### src/rtl/pipe5_pkg.sv
package pipe5_pkg;
  localparam int XLEN  = 32;
  localparam int RF_AW = 5;

  localparam logic [5:0] OP_RTYPE = 6'd0;
  localparam logic [5:0] OP_LOAD  = 6'd35;
  localparam logic [5:0] OP_STORE = 6'd43;
  localparam logic [5:0] OP_BEQ   = 6'd4;

  localparam logic [5:0] FN_ADD = 6'd32;
  localparam logic [5:0] FN_SUB = 6'd34;
  localparam logic [5:0] FN_AND = 6'd36;
  localparam logic [5:0] FN_OR  = 6'd37;
  localparam logic [5:0] FN_SLT = 6'd42;

  typedef enum logic [2:0] {
    ALU_AND = 3'b000,
    ALU_OR  = 3'b001,
    ALU_ADD = 3'b010,
    ALU_SUB = 3'b110,
    ALU_SLT = 3'b111
  } alu_op_e;

  typedef struct packed {
    logic    reg_write;
    logic    mem_to_reg;
    logic    mem_write;
    logic    alu_src;
    logic    reg_dst;
    logic    branch;
    alu_op_e alu_op;
  } ctrl_t;

  localparam ctrl_t CTRL_NOP = '{reg_write: 1'b0, mem_to_reg: 1'b0, mem_write: 1'b0,
                                 alu_src: 1'b0, reg_dst: 1'b0, branch: 1'b0,
                                 alu_op: ALU_AND};
endpackage

### src/rtl/pipe5_ctrl.sv
module pipe5_ctrl
  import pipe5_pkg::*;
(
  input  logic [5:0] opcode_i,
  input  logic [5:0] funct_i,
  output ctrl_t      ctrl_o
);
  always_comb begin
    ctrl_o = CTRL_NOP;
    unique case (opcode_i)
      OP_RTYPE: begin
        ctrl_o.reg_write = 1'b1;
        ctrl_o.reg_dst   = 1'b1;
        unique case (funct_i)
          FN_ADD:  ctrl_o.alu_op = ALU_ADD;
          FN_SUB:  ctrl_o.alu_op = ALU_SUB;
          FN_AND:  ctrl_o.alu_op = ALU_AND;
          FN_OR:   ctrl_o.alu_op = ALU_OR;
          FN_SLT:  ctrl_o.alu_op = ALU_SLT;
          default: ctrl_o = CTRL_NOP;  // unknown funct (incl. all-zero word) is a no-op
        endcase
      end
      OP_LOAD: begin
        ctrl_o.reg_write  = 1'b1;
        ctrl_o.mem_to_reg = 1'b1;
        ctrl_o.alu_src    = 1'b1;
        ctrl_o.alu_op     = ALU_ADD;
      end
      OP_STORE: begin
        ctrl_o.mem_write = 1'b1;
        ctrl_o.alu_src   = 1'b1;
        ctrl_o.alu_op    = ALU_ADD;
      end
      OP_BEQ: begin
        ctrl_o.branch = 1'b1;
        ctrl_o.alu_op = ALU_SUB;
      end
      default: ctrl_o = CTRL_NOP;
    endcase
  end
endmodule

### src/rtl/pipe5_regfile.sv
module pipe5_regfile #(
  parameter int DATA_W = 32,
  parameter int NREG   = 32,
  localparam int AW    = $clog2(NREG)
) (
  input  logic              clk_i,
  input  logic              rst_ni,
  input  logic [AW-1:0]     ra1_i,
  input  logic [AW-1:0]     ra2_i,
  input  logic [AW-1:0]     wa_i,
  input  logic              we_i,
  input  logic [DATA_W-1:0] wd_i,
  output logic [DATA_W-1:0] rd1_o,
  output logic [DATA_W-1:0] rd2_o
);
  logic [DATA_W-1:0] mem_q [NREG];

  always_ff @(posedge clk_i or negedge rst_ni) begin
    if (!rst_ni) begin
      for (int i = 0; i < NREG; i++) mem_q[i] <= '0;
    end else if (we_i && wa_i != '0) begin
      mem_q[wa_i] <= wd_i;
    end
  end

  // write-through so writeback is seen by decode in the same cycle
  function automatic logic [DATA_W-1:0] rd_port(input logic [AW-1:0] ra);
    if (ra == '0)                 return '0;
    else if (we_i && wa_i == ra)  return wd_i;
    else                          return mem_q[ra];
  endfunction

  assign rd1_o = rd_port(ra1_i);
  assign rd2_o = rd_port(ra2_i);


  zero_reg_chk: assert property (@(posedge clk_i) disable iff (!rst_ni)
    (ra1_i == '0) |-> (rd1_o == '0));
endmodule

### src/rtl/pipe5_alu.sv
module pipe5_alu
  import pipe5_pkg::*;
#(
  parameter int DATA_W = 32
) (
  input  logic [DATA_W-1:0] a_i,
  input  logic [DATA_W-1:0] b_i,
  input  alu_op_e           op_i,
  output logic [DATA_W-1:0] y_o
);
  always_comb begin
    unique case (op_i)
      ALU_AND: y_o = a_i & b_i;
      ALU_OR:  y_o = a_i | b_i;
      ALU_ADD: y_o = a_i + b_i;
      ALU_SUB: y_o = a_i - b_i;
      ALU_SLT: y_o = {{(DATA_W-1){1'b0}}, $signed(a_i) < $signed(b_i)};
      default: y_o = '0;
    endcase
  end
endmodule

### src/rtl/pipe5_hazard.sv
module pipe5_hazard #(
  parameter int AW = 5
) (
  input  logic [AW-1:0] rs_d_i,
  input  logic [AW-1:0] rt_d_i,
  input  logic          branch_d_i,
  input  logic [AW-1:0] rs_e_i,
  input  logic [AW-1:0] rt_e_i,
  input  logic [AW-1:0] wreg_e_i,
  input  logic          reg_write_e_i,
  input  logic          mem_to_reg_e_i,
  input  logic [AW-1:0] wreg_m_i,
  input  logic          reg_write_m_i,
  input  logic          mem_to_reg_m_i,
  input  logic [AW-1:0] wreg_w_i,
  input  logic          reg_write_w_i,
  output logic          stall_f_o,
  output logic          stall_d_o,
  output logic          flush_e_o,
  output logic          fwd_a_d_o,
  output logic          fwd_b_d_o,
  output logic [1:0]    fwd_a_e_o,
  output logic [1:0]    fwd_b_e_o
);
  // 2'b10 from memory stage, 2'b01 from writeback, 2'b00 register file
  function automatic logic [1:0] fwd_sel(input logic [AW-1:0] src);
    if (src != '0 && reg_write_m_i && src == wreg_m_i)      return 2'b10;
    else if (src != '0 && reg_write_w_i && src == wreg_w_i) return 2'b01;
    else                                                    return 2'b00;
  endfunction

  assign fwd_a_e_o = fwd_sel(rs_e_i);
  assign fwd_b_e_o = fwd_sel(rt_e_i);

  assign fwd_a_d_o = (rs_d_i != '0) && reg_write_m_i && (rs_d_i == wreg_m_i);
  assign fwd_b_d_o = (rt_d_i != '0) && reg_write_m_i && (rt_d_i == wreg_m_i);

  logic load_use, br_dep;
  assign load_use = mem_to_reg_e_i && rt_e_i != '0 &&
                    (rt_e_i == rs_d_i || rt_e_i == rt_d_i);
  assign br_dep = branch_d_i &&
                  ((reg_write_e_i && wreg_e_i != '0 &&
                    (wreg_e_i == rs_d_i || wreg_e_i == rt_d_i)) ||
                   (mem_to_reg_m_i && wreg_m_i != '0 &&
                    (wreg_m_i == rs_d_i || wreg_m_i == rt_d_i)));

  assign stall_f_o = load_use | br_dep;
  assign stall_d_o = load_use | br_dep;
  assign flush_e_o = load_use | br_dep;
endmodule

### src/rtl/pipe5_core.sv
module pipe5_core
  import pipe5_pkg::*;
#(
  parameter int DATA_W = XLEN,
  parameter int NREG   = 32,
  localparam int AW    = $clog2(NREG)
) (
  input  logic              clk_i,
  input  logic              rst_ni,
  output logic [DATA_W-1:0] imem_addr_o,
  input  logic [31:0]       imem_data_i,
  output logic [DATA_W-1:0] dmem_addr_o,
  output logic [DATA_W-1:0] dmem_wdata_o,
  output logic              dmem_we_o,
  input  logic [DATA_W-1:0] dmem_rdata_i
);
  logic stall_f, stall_d, flush_e, fwd_a_d, fwd_b_d;
  logic [1:0] fwd_a_e, fwd_b_e;

  // ---------------- fetch
  logic [DATA_W-1:0] pc_f, pc_plus4_f, pc_next, branch_tgt_d;
  logic pcsrc_d;

  assign pc_plus4_f = pc_f + DATA_W'(4);
  assign pc_next    = pcsrc_d ? branch_tgt_d : pc_plus4_f;

  always_ff @(posedge clk_i or negedge rst_ni) begin
    if (!rst_ni)       pc_f <= '0;
    else if (!stall_f) pc_f <= pc_next;
  end
  assign imem_addr_o = pc_f;

  // ---------------- fetch/decode register
  logic [31:0]       instr_d;
  logic [DATA_W-1:0] pc_plus4_d;

  always_ff @(posedge clk_i or negedge rst_ni) begin
    if (!rst_ni) begin
      instr_d    <= '0;
      pc_plus4_d <= '0;
    end else if (!stall_d) begin
      if (pcsrc_d) begin
        instr_d    <= '0;
        pc_plus4_d <= '0;
      end else begin
        instr_d    <= imem_data_i;
        pc_plus4_d <= pc_plus4_f;
      end
    end
  end

  // ---------------- decode
  ctrl_t ctrl_d;
  logic [AW-1:0] rs_d, rt_d, rd_d;
  logic [DATA_W-1:0] imm_d, rd1_d, rd2_d, cmp_a, cmp_b;
  logic [DATA_W-1:0] alu_out_m, result_w;
  logic [AW-1:0] wreg_w;
  logic reg_write_w;

  assign rs_d  = instr_d[25:21];
  assign rt_d  = instr_d[20:16];
  assign rd_d  = instr_d[15:11];
  assign imm_d = {{(DATA_W-16){instr_d[15]}}, instr_d[15:0]};

  pipe5_ctrl u_ctrl (
    .opcode_i (instr_d[31:26]),
    .funct_i  (instr_d[5:0]),
    .ctrl_o   (ctrl_d)
  );

  pipe5_regfile #(.DATA_W(DATA_W), .NREG(NREG)) u_rf (
    .clk_i  (clk_i),
    .rst_ni (rst_ni),
    .ra1_i  (rs_d),
    .ra2_i  (rt_d),
    .wa_i   (wreg_w),
    .we_i   (reg_write_w),
    .wd_i   (result_w),
    .rd1_o  (rd1_d),
    .rd2_o  (rd2_d)
  );

  assign cmp_a        = fwd_a_d ? alu_out_m : rd1_d;
  assign cmp_b        = fwd_b_d ? alu_out_m : rd2_d;
  assign pcsrc_d      = ctrl_d.branch && (cmp_a == cmp_b);
  assign branch_tgt_d = pc_plus4_d + {imm_d[DATA_W-3:0], 2'b00};

  // ---------------- decode/execute register
  ctrl_t ctrl_e;
  logic [DATA_W-1:0] rd1_e, rd2_e, imm_e;
  logic [AW-1:0] rs_e, rt_e, rd_e;

  always_ff @(posedge clk_i or negedge rst_ni) begin
    if (!rst_ni) begin
      ctrl_e <= CTRL_NOP;
      rd1_e  <= '0;
      rd2_e  <= '0;
      imm_e  <= '0;
      rs_e   <= '0;
      rt_e   <= '0;
      rd_e   <= '0;
    end else if (flush_e) begin
      ctrl_e <= CTRL_NOP;
      rd1_e  <= '0;
      rd2_e  <= '0;
      imm_e  <= '0;
      rs_e   <= '0;
      rt_e   <= '0;
      rd_e   <= '0;
    end else begin
      ctrl_e <= ctrl_d;
      rd1_e  <= rd1_d;
      rd2_e  <= rd2_d;
      imm_e  <= imm_d;
      rs_e   <= rs_d;
      rt_e   <= rt_d;
      rd_e   <= rd_d;
    end
  end

  // ---------------- execute
  logic [DATA_W-1:0] src_a_e, wdata_e, src_b_e, alu_y_e;
  logic [AW-1:0] wreg_e;

  always_comb begin
    unique case (fwd_a_e)
      2'b10:   src_a_e = alu_out_m;
      2'b01:   src_a_e = result_w;
      default: src_a_e = rd1_e;
    endcase
    unique case (fwd_b_e)
      2'b10:   wdata_e = alu_out_m;
      2'b01:   wdata_e = result_w;
      default: wdata_e = rd2_e;
    endcase
  end

  assign src_b_e = ctrl_e.alu_src ? imm_e : wdata_e;
  assign wreg_e  = ctrl_e.reg_dst ? rd_e : rt_e;

  pipe5_alu #(.DATA_W(DATA_W)) u_alu (
    .a_i  (src_a_e),
    .b_i  (src_b_e),
    .op_i (ctrl_e.alu_op),
    .y_o  (alu_y_e)
  );

  // ---------------- execute/memory register
  logic reg_write_m, mem_to_reg_m, mem_write_m;
  logic [DATA_W-1:0] wdata_m;
  logic [AW-1:0] wreg_m;

  always_ff @(posedge clk_i or negedge rst_ni) begin
    if (!rst_ni) begin
      reg_write_m  <= 1'b0;
      mem_to_reg_m <= 1'b0;
      mem_write_m  <= 1'b0;
      alu_out_m    <= '0;
      wdata_m      <= '0;
      wreg_m       <= '0;
    end else begin
      reg_write_m  <= ctrl_e.reg_write;
      mem_to_reg_m <= ctrl_e.mem_to_reg;
      mem_write_m  <= ctrl_e.mem_write;
      alu_out_m    <= alu_y_e;
      wdata_m      <= wdata_e;
      wreg_m       <= wreg_e;
    end
  end

  assign dmem_addr_o  = alu_out_m;
  assign dmem_wdata_o = wdata_m;
  assign dmem_we_o    = mem_write_m;

  // ---------------- memory/writeback register
  logic mem_to_reg_w;
  logic [DATA_W-1:0] alu_out_w, rdata_w;

  always_ff @(posedge clk_i or negedge rst_ni) begin
    if (!rst_ni) begin
      reg_write_w  <= 1'b0;
      mem_to_reg_w <= 1'b0;
      alu_out_w    <= '0;
      rdata_w      <= '0;
      wreg_w       <= '0;
    end else begin
      reg_write_w  <= reg_write_m;
      mem_to_reg_w <= mem_to_reg_m;
      alu_out_w    <= alu_out_m;
      rdata_w      <= dmem_rdata_i;
      wreg_w       <= wreg_m;
    end
  end

  assign result_w = mem_to_reg_w ? rdata_w : alu_out_w;

  // ---------------- hazard unit
  pipe5_hazard #(.AW(AW)) u_hazard (
    .rs_d_i         (rs_d),
    .rt_d_i         (rt_d),
    .branch_d_i     (ctrl_d.branch),
    .rs_e_i         (rs_e),
    .rt_e_i         (rt_e),
    .wreg_e_i       (wreg_e),
    .reg_write_e_i  (ctrl_e.reg_write),
    .mem_to_reg_e_i (ctrl_e.mem_to_reg),
    .wreg_m_i       (wreg_m),
    .reg_write_m_i  (reg_write_m),
    .mem_to_reg_m_i (mem_to_reg_m),
    .wreg_w_i       (wreg_w),
    .reg_write_w_i  (reg_write_w),
    .stall_f_o      (stall_f),
    .stall_d_o      (stall_d),
    .flush_e_o      (flush_e),
    .fwd_a_d_o      (fwd_a_d),
    .fwd_b_d_o      (fwd_b_d),
    .fwd_a_e_o      (fwd_a_e),
    .fwd_b_e_o      (fwd_b_e)
  );


  reset_quiet_chk: assert property (@(posedge clk_i) disable iff (!rst_ni)
    !$past(rst_ni) |-> (pc_f == '0 && !mem_write_m && !reg_write_w));


  pc_step_chk: assert property (@(posedge clk_i) disable iff (!rst_ni)
    (!stall_f && !pcsrc_d) |=> (pc_f == $past(pc_f) + DATA_W'(4)));


  stall_hold_chk: assert property (@(posedge clk_i) disable iff (!rst_ni)
    stall_f |=> (pc_f == $past(pc_f) && instr_d == $past(instr_d)));


  branch_squash_chk: assert property (@(posedge clk_i) disable iff (!rst_ni)
    (pcsrc_d && !stall_d) |=> (instr_d == '0 && pc_f == $past(branch_tgt_d)));
endmodule

### config.mk
export PLATFORM = sky130hd
export DESIGN_NAME = pipe5_core
export DESIGN_NICKNAME = d
export VERILOG_FILES = /design/src/rtl/pipe5_pkg.sv /design/src/rtl/pipe5_ctrl.sv /design/src/rtl/pipe5_regfile.sv /design/src/rtl/pipe5_alu.sv /design/src/rtl/pipe5_hazard.sv /design/src/rtl/pipe5_core.sv
export SDC_FILE = /design/constraint.sdc
export NUM_CORES = 2
export LEC_CHECK = 0
export BUFFER_PORTS_ARGS = -buffer_cell sky130_fd_sc_hd__buf_2
export CAP_MARGIN = 20
export CORE_UTILIZATION = 58
export DETAILED_ROUTE_END_ITERATION = 10
export HOLD_SLACK_MARGIN = 0.12
export PLACE_DENSITY = 0.82
export SYNTH_ARGS = -nofsm -noshare
export SYNTH_HDL_FRONTEND = slang
export SYNTH_SLANG_ARGS = --single-unit
### constraint.sdc
create_clock -name clk_i -period 13.2 [get_ports clk_i]
set_input_delay 1.32 -clock clk_i [delete_from_list [all_inputs] [get_ports clk_i]]
set_output_delay 1.32 -clock clk_i [all_outputs]
set_load 0.005 [all_outputs]
Word level (Yosys, flattened, before mapping)

Cells that the tools add are included.

Register bits: 1382

Add/sub/neg operators: 4
$lt $le $gt $ge: 5
Equality and inequality tests: 31
Mux-type cells: 43
Bitwise operators: 6
Reductions and logical operators: 41

Operator list:

| cell                                                     | number |
|---|---|
| bitwise mux 1024 bit                                     | 1 |
| two-way mux 32 bit                                       | 19 |
| binary-select mux 32 bit (select 5 bit)                  | 2 |
| demux 32 bit (select 5 bit)                              | 1 |
| one-hot mux 32 bit (5 select lines)                      | 1 |
| one-hot mux 32 bit (2 select lines)                      | 2 |
| equality test 5 bit                                      | 14 |
| adder 32 bit                                             | 2 |
| equality test 6 bit, second input constant               | 7 |
| nonzero test 5 bit                                       | 7 |
| adder 32 x 3 -> 32 bit, second input constant            | 1 |
| bitwise AND 32 bit                                       | 1 |
| equality test 32 bit                                     | 1 |
| < comparator 32 bit                                      | 1 |
| bitwise OR 32 bit                                        | 1 |
| subtractor 32 bit                                        | 1 |
| logical AND 1 bit                                        | 24 |
| two-way mux 5 bit                                        | 4 |
| greater-or-equal comparator 6 bit, second input constant | 3 |
| inverter 5 -> 6 bit                                      | 3 |
| one-hot mux 3 bit (4 select lines)                       | 1 |
| logical NOT 5 bit                                        | 2 |
| two-way mux 9 bit                                        | 1 |
| one-hot mux 3 bit (3 select lines)                       | 1 |
| 18 further kinds                                         | 29 |

Longest topological paths before layout

Word-level depth: 10
Depth in mapped cells: 24
Gate-level depth less buffers: 22

Modules after synthesis

From an unflattened synthesis, not the netlist that was laid out.

Cell total of the unflattened synthesis: 6233
Area total of the unflattened synthesis: 77045.1 µm²

By module, submodules not included:

| module        | times used | cells each | area each (µm²) | seq. area each (µm²) |
|---|---|---|---|---|
| pipe5_regfile | 1          | 3747       | 54913.9         | 25624.6 |
| pipe5_core    | 1          | 1638       | 16326.9         | 8433.1 |
| pipe5_alu     | 1          | 720        | 4924.7          | 0.0 |
| pipe5_hazard  | 1          | 103        | 735.7           | 0.0 |
| pipe5_ctrl    | 1          | 25         | 143.9           | 0.0 |

Worst setup path after synthesis

No wires, ideal clock.

Path type: reg2reg
From: register mem_to_reg_w
To: register alu_out_m[31] (netlist: dmem_addr_o[31])
Arrival time: 5.427 ns
Data required time: 13.118 ns
Path slack: 7.691 ns
Stages on the path, launching flop included: 24
Period minus slack after synthesis: 5.509 ns
Cell sequence: dfrtp_1 -> buf_2 -> buf_1 -> buf_1 -> buf_2 -> mux2i_1 -> nand2_1 -> o21ai_0 -> o21ai_0 -> mux2_2 -> ha_1 -> clkbuf_1 -> a21o_1 -> a21o_1 -> a21oi_1 -> o21ai_0 -> a2111oi_0 -> o31ai_1 -> a211oi_1 -> o21bai_1 -> a21oi_1 -> a211oi_1 -> xor2_1 -> o22ai_1

Longest elaborated chain between the ends: 5

RTL lines:

| what                                              | RTL line                         | source |
|---|---|---|
| start: declaration                                | pipe5_core.sv:176                | `logic mem_to_reg_w;` |
| start signal: assignment                          | pipe5_core.sv:188                | `mem_to_reg_w <= mem_to_reg_m;` |
| two-way mux 32 bit (*)                            | pipe5_core.sv:195                | `assign result_w = mem_to_reg_w ? rdata_w : alu_out_w;` |
| one-hot mux 32 bit (2 select lines) (*)           | pipe5_core.sv:131                | `unique case (fwd_b_e)` |
| named net wdata_e[12]                             | pipe5_core.sv:122                | `logic [DATA_W-1:0] src_a_e, wdata_e, src_b_e, alu_y_e;` |
| two-way mux 32 bit (*)                            | pipe5_core.sv:138                | `assign src_b_e = ctrl_e.alu_src ? imm_e : wdata_e;` |
| subtractor 32 bit or adder 32 bit (tied branches) | pipe5_alu.sv:16, pipe5_alu.sv:15 |  |
| one-hot mux 32 bit (5 select lines) (*)           | pipe5_alu.sv:12                  | `unique case (op_i)` |
| named net alu_y_e[31]                             | pipe5_core.sv:122                |  |
| end signal: assignment                            | pipe5_core.sv:165                | `alu_out_m <= alu_y_e;` |
| end: declaration                                  | pipe5_core.sv:56                 | `logic [DATA_W-1:0] alu_out_m, result_w;` |

Mark *: on every way through the listed nets, which the timed path passes. The rest lies on a longest branch.
A chain may end at the register's enable or synchronous reset.

Worst setup path in the final report

From: register instr_d[17]
To: register pc_f[9] (netlist: imem_addr_o[9])

Longest elaborated chain between the ends: 10

RTL lines:

| what                                                   | RTL line            | source |
|---|---|---|
| start: declaration                                     | pipe5_core.sv:34    | `logic [31:0] instr_d;` |
| start signal: assignment                               | pipe5_core.sv:46    | `instr_d <= imem_data_i;` |
| inverter 5 -> 6 bit (not written as such)              | pipe5_regfile.sv:30 | `else return mem_q[ra];` |
| binary-select mux 32 bit (select 5 bit)                | pipe5_regfile.sv:30 |  |
| two-way mux 32 bit (not written as such) (2 in series) | pipe5_regfile.sv:30 |  |
| two-way mux 32 bit                                     | pipe5_regfile.sv:29 | `else if (we_i && wa_i == ra) return wd_i;` |
| two-way mux 32 bit                                     | pipe5_regfile.sv:28 | `if (ra == '0) return '0;` |
| two-way mux 32 bit                                     | pipe5_core.sv:84    | `assign cmp_b = fwd_b_d ? alu_out_m : rd2_d;` |
| equality test 32 bit                                   | pipe5_core.sv:85    | `assign pcsrc_d = ctrl_d.branch && (cmp_a == cmp_b);` |
| logical AND 1 bit                                      | pipe5_core.sv:85    |  |
| two-way mux 32 bit                                     | pipe5_core.sv:25    | `assign pc_next = pcsrc_d ? branch_tgt_d : pc_plus4_f;` |
| end signal: assignment                                 | pipe5_core.sv:29    | `else if (!stall_f) pc_f <= pc_next;` |
| end: declaration                                       | pipe5_core.sv:21    | `logic [DATA_W-1:0] pc_f, pc_plus4_f, pc_next, branch_tgt_d;` |

Parallel ways exist; a longest one is shown, timed or not. The select of a mux whose other input is x is not followed.

==> results.yml <==
routing:
  first_iter_violations: 10500
  ant_nets: 0
  vias: 64600
  drt-total-wl_mm: 270
  drt-wirelength-per-cell_um: 29.8
  drcViolationCount: 0
  routed_via_density: 7.15
  dr.pass1.iters: 7
timing:
  worst_slew_pin_slew_ns: 1.24
  fmax_mhz: 132
  setup_viol: 0
  fin_ws_ns: 5.64
  grt_setup_unrepaired: "no"
  slew_headroom_pct: 17.5
  hold_violations: 0
  finalCriticalPeriod_ns: 7.56
  tns_ns: 0
  slew_violations: 0
  fin_skew_ns: 0.0538
  post-route-period-util_pct: 57.2
run_status:
  status: "finished, final reports clean"
place:
  post-dp-hpwl_mm: 166
  place_ws_ns: 6.01
  gp_congestion: 1.03
  port_buffers: 162
  placed_area_mm2: 0.0773
global_routing:
  grt_pass1_vias: 63500
  grt_max_degree: 184
  globalRouteOverflowTotal: 0
  antenna_found_initial: 15
  grt_use_total_pct: 41.0
  grt_pass1_wl_mm: 400
floorplan:
  die_h_um: 362
  core_mm2: 0.128
  initial_core_util_pct: 58.7
  rows: 131
  io_pins: 163
  dieArea_mm2: 0.131
  die_w_um: 362
hold_path:
  holdPathStages: 0
  hold_path.class: "register to register"
  hold_path_startpoint: "mem_to_reg_m"
cts:
  clock_sinks: 1361
  cts_inserted_buffers: 148
  clk_path_buf_depth: 3
  cts_resized: 0
  post_cts_buffers: 0
  htree_levels: 4
  cts_root_buf: "clkbuf_16"
  clk_latency_ns: 0.82
  path_clk_slew_ns: 0.06
  cts_hold_buf: 0
  cts_tree: "built"
power:
  cellLeakagePower_uw: 0.0360
  vdd_drop_max_v: 0.000142
  powerDensity_mw_per_mm2: 120
yosys:
  ys_seq_area_share_pct: 45.3
  ys.flop_type: "dfrtp_1"
  synth.avg_cell_area_um2: 10.2
  muxShareOfSynthArea_pct: 18.3
  synth_edf_count: 0
  ys_ff_latch: 1361
  syn_nets: 7579
  synth_top_family_by_area: "multiplexers"
  synthCells: 7383
  synth.distinct_cells: 93
  synth_compound_area_share_pct: 15.7
  synthArstFlopShare_pct: 100
  synth-simple-area-share_pct: 12.0
  synth_fa_ha_area_share_pct: 2.19
  synthXorXnorAreaFrac_pct: 1.79
  ys_warn_count: 0
  synth_area_mm2: 0.0753
critical_path:
  required_ns: 13.90
  cp-end-kind: "register"
  cp_max_fo: 113
  r2r_cells: 15
  arrival_ns: 8.26
  path_class: "register to register"
  startpoint: "instr_d[17]"
  reg2reg_from: "instr_d[17]"
  worstSetupStartpointType: "register"
layout:
  final_cell_area_mm2: 0.0825
  layout-drive-gt1-share_pct: 17.0
  nets: 7383
  area.growth.synth_to_final_pct: 9.62
flow_run:
  maxCapViolations: 0
## cell type report
class / instances / area [um^2]
Multi-Input combinational cell: 5194 / 38300
Clock buffer: 214 / 4430
Tap cell: 1729 / 2160
Sequential cell: 1361 / 34100
Clock inverter: 47 / 566
Fill cell: 9511 / 45700
Antenna cell: 11 / 27.5
Timing Repair Buffer: 329 / 2340
Inverter: 153 / 574
## stage by stage
| stage | power [uW] | util (%) | cells | hold WS [ns] |
|---|---|---|---|---|
| floorplan | 5190 | - | 7383 | 0.331 |
| global placement | 5610 | 60.3 | 8752 | 0.370 |
| detailed placement | 5640 | 60.3 | 8755 | 0.365 |
| CTS | 9880 | 64.2 | 9016 | 0.388 |
| global route | 10200 | 64.3 | 9030 | 0.398 |
| finish | 9920 | 64.4 | 9038 | 0.387 |
## worst max-delay path: stages, from the launching register on
cell and delay, ns:
dfrtp_4 0.90, buf_4 0.88, buf_12 0.64, mux4_2 0.34, o22ai_1 0.12, nor4_1 0.98, a21oi_1 0.39, a211oi_1 0.30
nor2_1 0.09, and4_1 0.19, or4_1 0.47, or4b_4 0.53, nor4_4 0.32, buf_4 0.49, mux2_2 0.40, a22oi_1 0.18
## kinds of logic (layout without fill, tap and decap cells)
kind of cell	after synthesis	after routing
multiplexers	785	785
XOR/XNOR	154	154
buffers and inverters	828	743
adder cells (fa/ha/maj)	130	130
AO/OA/AOI/OAI	2025	2025
flip-flops	1361	1361
AND/OR/NAND/NOR	2100	2100
other	0	11
## placed cells by master, fill, tap and decap left out, types with 33 or more instances in the layout
| cell type | netlist | layout |
|---|---|---|
| o31ai_1 | 41 | 41 |
| clkbuf_16 | 0 | 154 |
| o21ai_0 | 635 | 635 |
| inv_1 | 149 | 148 |
| buf_2 | 69 | 161 |
| o21a_1 | 44 | 44 |
| nand2_1 | 801 | 790 |
| and2_1 | 47 | 47 |
| xnor2_1 | 112 | 112 |
| mux2_2 | 80 | 80 |
| mux2i_1 | 241 | 209 |
| nor4_1 | 39 | 33 |
| o22ai_1 | 88 | 88 |
| a211oi_1 | 51 | 51 |
| clkbuf_8 | 0 | 35 |
| dfrtp_1 | 1361 | 1350 |
| a31oi_1 | 41 | 40 |
| a22oi_1 | 86 | 86 |
| a21o_1 | 33 | 33 |
| ha_1 | 127 | 127 |
| nor2b_1 | 39 | 37 |
| nor3_1 | 71 | 66 |
| nand3_1 | 82 | 81 |
| mux4_2 | 458 | 458 |
| nor2_1 | 827 | 810 |
| a21oi_1 | 762 | 762 |
| xor2_1 | 42 | 42 |
| buf_4 | 52 | 146 |
## synthesized netlist by cell type (all sizes together) (19+ instances only)
| library cell | n | area [um^2] |
|---|---|---|
| or3 | 21 | 131 |
| a211o | 22 | 193 |
| a22oi | 98 | 796 |
| xor2 | 42 | 368 |
| nand2b | 23 | 144 |
| o21a | 44 | 330 |
| xnor2 | 112 | 981 |
| mux4 | 464 | 10500 |
| nand4 | 26 | 163 |
| mux2 | 80 | 901 |
| and2 | 47 | 294 |
| nor4 | 41 | 278 |
| mux2i | 241 | 2410 |
| nor3 | 72 | 365 |
| inv | 151 | 567 |
| a211oi | 51 | 383 |
| o31ai | 41 | 308 |
| o211ai | 19 | 143 |
| nand2 | 801 | 3010 |
| a21o | 33 | 248 |
| o21ai | 648 | 3250 |
| nand3 | 82 | 410 |
| and3 | 32 | 200 |
| clkbuf | 506 | 1900 |
| o221ai | 23 | 201 |
| ha | 127 | 1590 |
| a21oi | 763 | 3820 |
| nor2 | 827 | 3100 |
| o22ai | 88 | 551 |
| dfrtp | 1361 | 34100 |
| nor2b | 40 | 258 |
| buf | 169 | 1030 |
| a31oi | 41 | 257 |
## registers in the layout, summed over array words and instances (netlist names), 8 cells and up
register / flops
rdata_w: 32
alu_out_w: 32
dmem_wdata_o: 32
rd1_e: 32
rd2_e: 32
dmem_addr_o: 32
u_rf.mem_q: 1024
instr_d: 32
imem_addr_o: 32
imm_e: 12
pc_plus4_d: 32
ctrl_e: 8
## layer usage
| layer | routed length [um] | GRT usage, % |
|---|---|---|
| met1 | 93300 | 51.2 |
| met2 | 116000 | 59.1 |
| met3 | 38600 | 15.6 |
| met4 | 21900 | 27.9 |
| met5 | 95 | 0.296 |
## worst paths after layout
| check | to | slack, ns |
|---|---|---|
| max reg2reg | imem_addr_o[9] | 5.64 |
| min | mem_to_reg_w | 0.39 |
| max | imem_addr_o[9] | 5.64 |
| max in group asynchronous | rd1_e[19] | 9.60 |
| min in group asynchronous | u_rf.mem_q[349] | 0.47 |
| min reg2reg | mem_to_reg_w | 0.39 |
## where the power goes
part           total, uW  internal [uW]  switching, uW
Clock               4300           2510           1780
Sequential          4440           4300            146
Combinational       1190            433            754
Power figures use the tool's default switching activity.
